[config.mk]
export PLATFORM = sky130hd
export DESIGN_NAME = boot_tlb
export DESIGN_NICKNAME = d
export VERILOG_FILES = /design/src/rtl/tlb_pkg.sv /design/src/rtl/tlb_entry_array.sv /design/src/rtl/tlb_prio_sel.sv /design/src/rtl/tlb_boot_slot.sv /design/src/rtl/boot_tlb.sv
export SDC_FILE = /design/constraint.sdc
export NUM_CORES = 1
export LEC_CHECK = 0
export BUFFER_PORTS_ARGS = -buffer_cell sky130_fd_sc_hd__buf_2
export CAP_MARGIN = 10
export CORE_MARGIN = 2
export CORE_UTILIZATION = 55
export CTS_BUF_LIST = sky130_fd_sc_hd__clkbuf_16
export DETAILED_ROUTE_END_ITERATION = 8
export PLACE_DENSITY = 0.75
export SYNTH_ARGS = -nofsm -noshare
export SYNTH_HDL_FRONTEND = slang
export SYNTH_SLANG_ARGS = --single-unit
export TNS_END_PERCENT = 1
[constraint.sdc]
create_clock -name clk -period 6.2 [get_ports clk]
set_input_delay 0 -clock clk [delete_from_list [all_inputs] [get_ports clk]]
set_output_delay 0 -clock clk [all_outputs]
set_load 0.005 [all_outputs]
[src/rtl/tlb_pkg.sv]
`timescale 1ns/1ps
package tlb_pkg;
    localparam int EPN_W = 20;
    localparam int RPN_W = 20;
    localparam int TID_W = 8;

    localparam logic [EPN_W-1:0] BOOT_EPN = '1;
    localparam logic [RPN_W-1:0] BOOT_RPN = '1;

    typedef enum logic [1:0] {
        ACC_FETCH = 2'd0,
        ACC_READ  = 2'd1,
        ACC_WRITE = 2'd2,
        ACC_RSVD  = 2'd3
    } acc_e;

    typedef struct packed {
        logic             valid;
        logic [EPN_W-1:0] epn;
        logic [RPN_W-1:0] rpn;
        logic [TID_W-1:0] tid;
        logic             ts;
        logic             px;
        logic             pr;
        logic             pw;
    } tlb_ent_t;

    typedef struct packed {
        logic [EPN_W-1:0] epn;
        logic [TID_W-1:0] pid;
        logic             space;
        acc_e             acc;
    } tlb_req_t;

    function automatic logic space_of(input acc_e acc, input logic is_bit, input logic ds_bit);
        return (acc == ACC_FETCH) ? is_bit : ds_bit;
    endfunction

    function automatic logic ent_match(input tlb_ent_t e, input tlb_req_t r);
        return e.valid && (e.epn == r.epn) && (e.ts == r.space)
            && ((e.tid == '0) || (e.tid == r.pid));
    endfunction

    function automatic logic perm_ok(input tlb_ent_t e, input acc_e acc);
        case (acc)
            ACC_FETCH: return e.px;
            ACC_WRITE: return e.pw;
            default:   return e.pr;
        endcase
    endfunction
endpackage

[src/rtl/tlb_entry_array.sv]
`timescale 1ns/1ps
module tlb_entry_array
    import tlb_pkg::*;
#(
    parameter int NUM_ENT = 8,
    localparam int IDX_W = $clog2(NUM_ENT)
) (
    input  logic                     clk,
    input  logic                     rst,
    input  logic                     wr_en,
    input  logic [IDX_W-1:0]         wr_idx,
    input  tlb_ent_t                 wr_ent,
    output tlb_ent_t [NUM_ENT-1:0]   ents
);
    for (genvar g = 0; g < NUM_ENT; g++) begin : g_ent
        always_ff @(posedge clk) begin
            if (rst) begin
                ents[g] <= '0;
            end else if (wr_en && (wr_idx == IDX_W'(g))) begin
                ents[g] <= wr_ent;
            end
        end


        reset_invalid_chk: assert property (@(posedge clk)
            rst |=> !ents[g].valid);


        untouched_hold_chk: assert property (@(posedge clk) disable iff (rst)
            !(wr_en && (wr_idx == IDX_W'(g))) |=> $stable(ents[g]));
    end
endmodule

[src/rtl/tlb_prio_sel.sv]
`timescale 1ns/1ps
module tlb_prio_sel
    import tlb_pkg::*;
#(
    parameter int NUM_ENT = 8
) (
    input  tlb_ent_t [NUM_ENT-1:0] ents,
    input  tlb_req_t               req,
    output logic                   any_hit,
    output tlb_ent_t               sel_ent
);
    logic [NUM_ENT-1:0] match_vec;

    for (genvar g = 0; g < NUM_ENT; g++) begin : g_cmp
        assign match_vec[g] = ent_match(ents[g], req);
    end

    always_comb begin
        any_hit = 1'b0;
        sel_ent = '0;
        for (int i = NUM_ENT - 1; i >= 0; i--) begin
            if (match_vec[i]) begin
                any_hit = 1'b1;
                sel_ent = ents[i];
            end
        end
    end
endmodule

[src/rtl/tlb_boot_slot.sv]
`timescale 1ns/1ps
module tlb_boot_slot
    import tlb_pkg::*;
(
    input  logic     clk,
    input  logic     rst,
    input  logic     sync_kill,
    input  logic     store_kill,
    output tlb_ent_t boot_ent
);
    logic alive_q;

    always_ff @(posedge clk) begin
        if (rst) begin
            alive_q <= 1'b1;
        end else if (sync_kill || store_kill) begin
            alive_q <= 1'b0;
        end
    end

    always_comb begin
        boot_ent       = '0;
        boot_ent.valid = alive_q;
        boot_ent.epn   = BOOT_EPN;
        boot_ent.rpn   = BOOT_RPN;
        boot_ent.tid   = '0;
        boot_ent.ts    = 1'b0;
        boot_ent.px    = 1'b1;
        boot_ent.pr    = 1'b1;
        boot_ent.pw    = 1'b0;
    end


    sync_drop_chk: assert property (@(posedge clk) disable iff (rst)
        sync_kill |=> !alive_q);


    no_revive_chk: assert property (@(posedge clk) disable iff (rst)
        !alive_q |=> !alive_q);


    store_drop_chk: assert property (@(posedge clk) disable iff (rst)
        store_kill |=> !alive_q);
endmodule

[src/rtl/boot_tlb.sv]
`timescale 1ns/1ps
module boot_tlb
    import tlb_pkg::*;
#(
    parameter int NUM_ENT = 8,
    localparam int IDX_W = $clog2(NUM_ENT)
) (
    input  logic             clk,
    input  logic             rst,
    input  logic             lk_valid_i,
    input  logic [19:0]      lk_epn_i,
    input  logic [7:0]       lk_pid_i,
    input  logic             lk_is_i,
    input  logic             lk_ds_i,
    input  logic [1:0]       lk_acc_i,
    output logic             hit_o,
    output logic             miss_o,
    output logic             fault_o,
    output logic [19:0]      rpn_o,
    input  logic             wr_en_i,
    input  logic [IDX_W-1:0] wr_idx_i,
    input  logic             wr_valid_i,
    input  logic [19:0]      wr_epn_i,
    input  logic [19:0]      wr_rpn_i,
    input  logic [7:0]       wr_tid_i,
    input  logic             wr_ts_i,
    input  logic             wr_px_i,
    input  logic             wr_pr_i,
    input  logic             wr_pw_i,
    input  logic             sync_i
);
    tlb_req_t               req;
    tlb_ent_t               wr_ent;
    tlb_ent_t [NUM_ENT-1:0] ents;
    tlb_ent_t               arch_ent;
    tlb_ent_t               boot_ent;
    tlb_ent_t               chosen;
    logic                   arch_hit;
    logic                   boot_hit;
    logic                   any_hit;
    logic                   perm_bad;
    logic                   boot_store_kill;

    always_comb begin
        req.epn   = lk_epn_i;
        req.pid   = lk_pid_i;
        req.acc   = acc_e'(lk_acc_i);
        req.space = space_of(acc_e'(lk_acc_i), lk_is_i, lk_ds_i);
    end

    always_comb begin
        wr_ent.valid = wr_valid_i;
        wr_ent.epn   = wr_epn_i;
        wr_ent.rpn   = wr_rpn_i;
        wr_ent.tid   = wr_tid_i;
        wr_ent.ts    = wr_ts_i;
        wr_ent.px    = wr_px_i;
        wr_ent.pr    = wr_pr_i;
        wr_ent.pw    = wr_pw_i;
    end

    tlb_entry_array #(.NUM_ENT(NUM_ENT)) u_array (
        .clk    (clk),
        .rst    (rst),
        .wr_en  (wr_en_i),
        .wr_idx (wr_idx_i),
        .wr_ent (wr_ent),
        .ents   (ents)
    );

    tlb_prio_sel #(.NUM_ENT(NUM_ENT)) u_sel (
        .ents    (ents),
        .req     (req),
        .any_hit (arch_hit),
        .sel_ent (arch_ent)
    );

    tlb_boot_slot u_boot (
        .clk        (clk),
        .rst        (rst),
        .sync_kill  (sync_i),
        .store_kill (boot_store_kill),
        .boot_ent   (boot_ent)
    );

    always_comb begin
        boot_hit = ent_match(boot_ent, req) && !arch_hit;
        any_hit  = lk_valid_i && (arch_hit || boot_hit);
        chosen   = arch_hit ? arch_ent : boot_ent;
        perm_bad = any_hit && !perm_ok(chosen, req.acc);
        boot_store_kill = lk_valid_i && boot_hit && perm_bad
                          && (req.acc == ACC_WRITE);
    end

    assign hit_o   = any_hit;
    assign miss_o  = lk_valid_i && !any_hit;
    assign fault_o = perm_bad;
    assign rpn_o   = any_hit ? chosen.rpn : '0;


    hit_miss_excl_chk: assert property (@(posedge clk) disable iff (rst)
        !(hit_o && miss_o));


    fault_needs_hit_chk: assert property (@(posedge clk) disable iff (rst)
        fault_o |-> hit_o);


    idle_quiet_chk: assert property (@(posedge clk) disable iff (rst)
        !lk_valid_i |-> (!hit_o && !miss_o && !fault_o && (rpn_o == '0)));


    miss_zero_rpn_chk: assert property (@(posedge clk) disable iff (rst)
        miss_o |-> (rpn_o == '0) && !fault_o);
endmodule

==> results of run 1 <==
logic make-up after synthesis:
logic type,after synthesis,synth area share
flip-flops,425,0.432
multiplexers,11,0.00559
AND/OR/NAND/NOR,1121,0.238
buffers and inverters,260,0.0597
AO/OA/AOI/OAI,587,0.163
XOR/XNOR,230,0.102
state kept, by name (all words and copies together) (netlist names):
signal	cells
u_boot.alive_q	1
u_array.ents	424
area by class of cell:
type / instances / area (µm²) / area share
inverter: 14 / 53.8 / 0.00245
sequential: 425 / 8510 / 0.387
clock inverter: 30 / 189 / 0.00860
tap: 461 / 577 / 0.0263
multi-input combinational: 1949 / 10100 / 0.460
timing repair buffer: 197 / 1350 / 0.0615
clock buffer: 47 / 1180 / 0.0536
layout by cell type (no fill, tap or decap), drive strengths merged, types with 12 or more instances in the layout:
cell	Yosys	routed
inv	13	27
buf	43	142
dlygate4sd3	0	55
nor4	44	44
xor2	89	89
nand2b	17	17
a221oi	12	12
nor2	56	56
clkbuf	203	47
nand3	19	19
dfxtp	425	425
nand4	43	43
xnor2	141	141
o21ai	42	42
nand2	902	902
clkinv	1	13
a21oi	477	477
power groups by stage:
| stage | Sequential (W) | Combinational (W) | Clock, W |
|---|---|---|---|
| 6_report | 0.00283 | 0.000500 | 0.00255 |
| 3_3_place_gp | 0.00288 | 0.000451 | 0 |
| 2_1_floorplan | 0.00288 | 0.000323 | 0 |
| 5_1_grt | 0.00283 | 0.000533 | 0.00267 |
| 4_1_cts | 0.00283 | 0.000490 | 0.00256 |
| 3_5_place_dp | 0.00289 | 0.000459 | 0 |
worst paths after layout:
path                                         from                end  slack (ns)  depth (start not counted)
worst min-delay path                          rst  u_array.ents[366]        0.01                          2
worst max register to register  u_array.ents[270]     u_boot.alive_q        1.93                         10
worst min register to register  u_array.ents[187]  u_array.ents[187]        0.45                          2
worst max-delay path            u_array.ents[138]            fault_o        1.53                         13
per-layer routing:
metal | GRT usage | vias up
li1 | - | 8649
met1 | 0.407 | 8769
met2 | 0.580 | 919
met3 | 0.0497 | 225
met4 | 0.173 | 0
met5 | 0 | -
critical path: stages, from the launching register on:
cell                       delay (ns)
sky130_fd_sc_hd__dfxtp_1         0.32
sky130_fd_sc_hd__xor2_1          0.16
sky130_fd_sc_hd__nor4_1          0.48
sky130_fd_sc_hd__nand4_1         0.28
sky130_fd_sc_hd__and4b_1         0.31
sky130_fd_sc_hd__buf_4           0.24
sky130_fd_sc_hd__nand2b_1        0.69
sky130_fd_sc_hd__nor4_2          0.18
sky130_fd_sc_hd__nand2_2         0.14
sky130_fd_sc_hd__nand2_4         0.13
sky130_fd_sc_hd__clkinv_2        0.25
sky130_fd_sc_hd__o31ai_1         0.12
sky130_fd_sc_hd__nor4_1          0.57
sky130_fd_sc_hd__buf_2           0.23
metrics by stage:
step | instance area, µm² | std cells | total power [W]
2_1_floorplan | 19700 | 2634 | 0.00320
3_3_place_gp | 20000 | 2991 | 0.00333
3_5_place_dp | 20000 | 2991 | 0.00334
4_1_cts | 22000 | 3123 | 0.00587
5_1_grt | 22000 | 3123 | 0.00604
6_report | 22000 | 3123 | 0.00587
==> impl.org, run 1 <==
** Synth
- After synthesis the netlist holds a flip-flop and latch count of 425.
- The mapped netlist covers 19700 µm².
- Synth warn :: 0
- The cell count after synthesis came out at 2634.
- Post-synthesis area per instance :: 7.48 µm²
- Summed over all instances, the cell type with the most area after synthesis is sky130_fd_sc_hd__dfxtp_1.
- In the post-synthesis netlist, the biggest area contributors are sky130_fd_sc_hd__dfxtp_1 (43%), sky130_fd_sc_hd__nand2_1 (17%), sky130_fd_sc_hd__a21oi_1 (12%).
- Of the post-synthesis cell area, the dominant cell type holds 0.432.
- In this run, synthesis inferred 0 flip-flops with an integrated enable.
- The most used flip-flop cell after synthesis is sky130_fd_sc_hd__dfxtp_1.
- Of the synthesized area, sequential elements account for 0.432.
- Top-count cell post-synth :: sky130_fd_sc_hd__nand2_1
- Number of library cell types mapped by synthesis :: 56
- When the netlist entered floorplanning its net count stood at 2727.
- The commonest cells after synthesis are sky130_fd_sc_hd__nand2_1 (899), sky130_fd_sc_hd__a21oi_1 (477), sky130_fd_sc_hd__dfxtp_1 (425).
- Counting flops with an async set or reset pin after synthesis yields a share of 0.

** Timing
- Final total negative setup slack :: 0 ns
- Layout Skew :: 0.0124 ns
- Final Hold Slack :: 0.0115 ns
- Number of slew-limit violations in the final report :: 0
- Final Hold Vio Count :: 0
- Headroom to the max-slew limit came out at 0.183.
- Shortest clock period the worst path allows after layout :: 4.67 ns
- In the post-route analysis, the smallest setup slack over all paths is 1.53 ns.
- Highest clock rate :: 214 MHz
- Setup violations remaining at the end of the flow were counted as 0.
- Post-route clock period utilization :: 0.753
- Setup repair after global routing left no endpoint under its margin.
- At the pin with the least slew margin, the transition time is 1.23 ns.

** Cells and area
- The net count of the finished layout is 2725.
- Share of the core filled with cells in the final layout :: 0.620
- After filler insertion, the fill cell instance count of the layout stands at 3105.
- In the final layout, the share of cells above drive strength 1 is 0.0902.
- Synthesis-to-layout area growth :: 11.4%
- Total inserted antenna cells :: 0

** GRT
- After global routing the overflow that remains totals 0.
- The first global-routing pass estimated 99600 µm of wire.
- The number of antenna violations at the first check in global routing was 0.
- Entering global routing, the biggest net connects 245 pins.
- Via count of the first global-routing pass :: 17815
- For this run, the total global-route usage over all layers was measured as 0.336.

** Worst setup path
- Required time worst endpoint :: 6.20 ns
- Critical path class :: reg2out
- The worst setup path is captured at an output pin.
- Of all nets on the critical path, the largest fanout is 24.
- At the worst endpoint, the arrival time is 4.67 ns.
- Critical path launch point type :: register

** Placement
- Detail Placement HPWL :: 38000 µm
- Port Buffers :: 115
- At the end of routability-driven placement, the weighted congestion stood at 0.880.
- Minimum setup slack after placement :: 2.22 ns

** Power and ir drop
- Summed over all nets, the switching power comes to 0.00148 W.
- The share of total power dissipated in combinational logic is 0.085.
- Of the total power, registers draw 0.481.
- Dividing total power by cell area gives a power density of 267 nW/µm².
- VDD IR-drop max :: 0.000230 V
- In this run the static leakage power is 7.71 nW.
- Cell Int Power :: 0.00440 W
- Share of power burned in the clock network :: 0.434
- Switching share of power :: 0.252

** Clock network
- The tree is rooted in a sky130_fd_sc_hd__clkbuf_16.
- Post-CTS Hold Buffers :: 55
- H-Tree Depth :: 2
- At the later pin of the worst-skew pair, clock insertion delay measures 0.56 ns.
- Deepest clock path buffer count :: 3
- Clock buffer count from CTS :: 45
- TritonCTS built the clock tree.
- Number of buffers inserted to repair setup after CTS :: 0
- Clock Sink Count :: 425
- Number of resized instances in the post-cts repair step :: 0
- After clock tree synthesis, the clock-pin slew on the worst setup and hold paths is 0.06 ns.

** Drt
- Vias :: 18562
- Met3 Wirelength :: 5410 µm
- Residual antenna-violating net count after detailed routing :: 0
- In this run, the number of DRC markers left after iteration 0 of detailed routing was 1979.
- The final layout contains routed wiring with a total length of 64800 µm.
- After detailed routing, the average wire length per cell comes to 20.8 µm.
- In the routed design, unresolved DRC markers number 0.
- In the final routing, the length of wire on met1 measures 24500 µm.
- The first detailed-routing pass took 6 iterations.
- After detailed routing, no signal wire sits above met4.
- Dividing the detail-routed via count by the number of cells gives 5.94.
- Wire segments on met2 add up to 31300 µm in the final route.

** Floorplan
- The initial utilization of the core area, before any placement, comes to 0.557.
- For this design the top-level I/O count stands at 116.
- From left edge to right edge, the die measures 193 µm.
- Number of rows in the core area :: 69
- The core region is 35400 µm².
- From bottom edge to top edge, the die measures 193 µm.
- The floorplan step defined a die boundary enclosing 37400 µm².

** Worst hold path
- Worst min-delay path category :: in2reg

** Status
- The flow ran to the end, and the final reports show no timing, DRC or antenna violations.

** Run
- Across the run, the number of max-cap violations was 0.
Note: power is estimated with default switching activity, not from simulation.
==> run 2, diff against run 1 <==
clock period = 4.6 ns   (was 6.2 ns; I/O delays follow)
==> impl.org, run 2 (synthesis results as in run 1) <==
** Timing
- Final Hold Vio Count :: 0
- Clock skew on the completed layout was measured at 0.0232 ns.
- Number of setup violations in the final report :: 0
- In the finished design, the share of the clock period the worst path needs comes to 0.970.
- For the final routed database, the setup TNS stands at 0 ns.
- Subtracting the final worst setup slack from the clock period gives 4.46 ns.
- Worst Setup Slack, final :: 0.137 ns
- Highest clock rate :: 224 MHz
- In this run the tightest slew margin relative to its limit is 0.160.
- Final Hold Slack :: 0.191 ns
- Number of slew-limit violations in the final report :: 0
- Setup repair after global routing left no endpoint under its margin.
- At the pin with the least slew margin, the transition time is 1.26 ns.

** Status
- The run finished with clean final reports.

** Cells and area
- Layout cells sized above 1 :: 0.0953
- The largest registers in the layout are u_array.ents (424), u_boot.alive_q (1).
- Non-Filler Instances :: 3138
- Synthesis-to-layout area growth :: 11.8%
- NumNets Final :: 2737
- Fill count :: 3173
- Flip-flop count of the largest register after layout :: 424
- Highest-count cells in the layout ignoring fill and taps :: sky130_fd_sc_hd__nand2_1 (896), sky130_fd_sc_hd__a21oi_1 (477), sky130_fd_sc_hd__dfxtp_1 (425)
- Register ranked first by flip-flop count :: u_array.ents
- Most frequent standard cell in the layout excluding fill and tap cells :: sky130_fd_sc_hd__nand2_1

** Worst setup path
- Crit path top cell by count :: sky130_fd_sc_hd__nor4_1
- Required time worst endpoint :: 4.60 ns
- Walking the worst path, the cells encountered are xor2_1 > nor4_1 > nand4_1 > and4b_1 > and2_1 > a21oi_1 > o31ai_1 > a31oi_1 > nor4_1 > buf_2.
- The worst setup path is launched from a register.
- Along the worst path, the maximum fanout reaches 12.
- The kind of cell with the highest combined delay along the critical path is simple AND/OR/NAND/NOR gates.
- Slowest cell delay on critical path :: 0.76 ns
- Slowest library cell on the worst path :: sky130_fd_sc_hd__and2_1
- Endpoint class of the critical path :: output pin
- The worst setup path is of the reg2out kind.
- Endpoint arrival time on the critical path :: 4.46 ns
- Buffering stage count on the worst path with inverters included :: 1

** Drt
- Post-route DRC violation count :: 0
- Wire length per cell :: 21.0 µm
- Final WL :: 65800 µm
- The detail route stage leaves a number of antenna-violating nets equal to 0.
- In the routed layout, each cell is associated on average with a via count of 5.96.
- DRC marker count from the first detailed-route iteration :: 1828
- 1st-pass router iterations :: 7
- Vias :: 18704

** GRT
- For this run, the total global-route usage over all layers was measured as 0.341.
- The number of antenna violations at the first check in global routing was 1.
- Summed over all layers, the global routing overflow is 0.
- The first global-routing pass estimated 101000 µm of wire.
- Entering global routing, the biggest net connects 129 pins.
- Via count of the first global-routing pass :: 18361

** Clock network
- Clock buffer count from CTS :: 45
- CTS tree :: done
- Once the clock tree was built, the setup fixing pass inserted 0 buffers.
- Clk_lat worst skew :: 0.57 ns
- The tree is rooted in a sky130_fd_sc_hd__clkbuf_16.
- Deepest clock path buffer count :: 3
- Clock Sink Count :: 425
- Post-CTS Hold Buffers :: 56
- Post-CTS clock slew at the launch and capture registers of the worst setup and hold paths :: 0.06 ns
- H-Tree Depth :: 2
- In this run, post-CTS repair resized a total of 0 instances.

** Floorplan
- After floorplanning, the core was divided into 69 placement rows.
- The floorplan step defined a die boundary enclosing 37400 µm².
- The initial utilization of the core area, before any placement, comes to 0.557.
- The region available for standard cell placement spans 35400 µm².
- The floorplan step set the die height to 193 µm.
- In this run the horizontal extent of the chip is 193 µm.
- I/O pin cnt :: 116

** Placement
- Detail Placement HPWL :: 39600 µm
- Port Buffers :: 115
- Timing analysis after detailed placement gives a worst setup slack of 0.899 ns.
- Counting tap cells, the placed design contains a total of 3002 instances.
- Global placement routability congestion :: 0.896

** Power and ir drop
- The analysis attributes to cell leakage a power of 7.75 nW.
- Power spread over the standard cell area amounts to 358 nW/µm².
- VDD IR-drop max :: 0.000377 V
- Total power consumption of the routed design :: 0.00789 W

** Run
- Across the run, the number of max-cap violations was 0.

** Worst hold path
- Worst min-delay path category :: in2reg
==> run 2: cell types whose count changed in the layout (fill, tap and decap cells not counted), sizes merged <==
cell         before  now
buf             142  153
bufinv            2    1
clkinv           13   21
clkinvlp          2    3
diode             0    1
dlygate4sd3      55   56
inv              27   21
==> run 2: per-stage QoR <==
stage               cell area (µm²)   util
CTS                           22000  0.623
finish                        22000  0.623
detailed placement            20100  0.569
floorplan                     19700      -
global route                  22000  0.623
global placement              20100  0.569
==> run 2: metal layers <==
metal | track usage | up-vias | wire, µm | share of wire
met4 | 0.213 | 0 | 4100 | 0.062
met3 | 0.0594 | 255 | 6100 | 0.093
met2 | 0.573 | 969 | 31300 | 0.48
met1 | 0.407 | 8800 | 24300 | 0.37
met5 | 0 | - | 0 | 0
li1 | - | 8680 | - | -
==> run 2: final cells by class <==
class / instances / area, µm² / area share
Sequential cell: 425 / 8510 / 0.386
Tap cell: 461 / 577 / 0.0262
Clock inverter: 32 / 175 / 0.00795
Inverter: 14 / 53.8 / 0.00244
Multi-Input combinational cell: 1949 / 10100 / 0.459
Antenna cell: 1 / 2.50 / 0.000114
Timing Repair Buffer: 209 / 1440 / 0.0655
Clock buffer: 47 / 1180 / 0.0534
==> run 2: tightest hold or removal path: cells and delay by family <==
| family | cells | cell delay, ns |
|---|---|---|
| buf+inv | 2 | 0.46 |
| compound gates | 1 | 0.05 |
| simple gates | 2 | 0.18 |
==> run 2: where the power goes <==
group	internal [W]	leakage (nW)	switching [W]	total [W]
combinational	0.000222	3.62	0.000457	0.000679
clock	0.00189	0.690	0.00151	0.00340
sequential	0.00376	3.44	0.0000493	0.00381
total	0.00588	7.75	0.00202	0.00789
==> run 2: final timing paths <==
kind,startpoint,end,slack [ns],cells past startpoint
hold / removal,wr_idx_i[0],u_array.ents[235],0.19,5
setup reg to reg,u_array.ents[273],u_boot.alive_q,1.02,10
setup / recovery,u_array.ents[145],fault_o,0.14,10
hold reg to reg,u_array.ents[340],u_array.ents[340],0.45,2
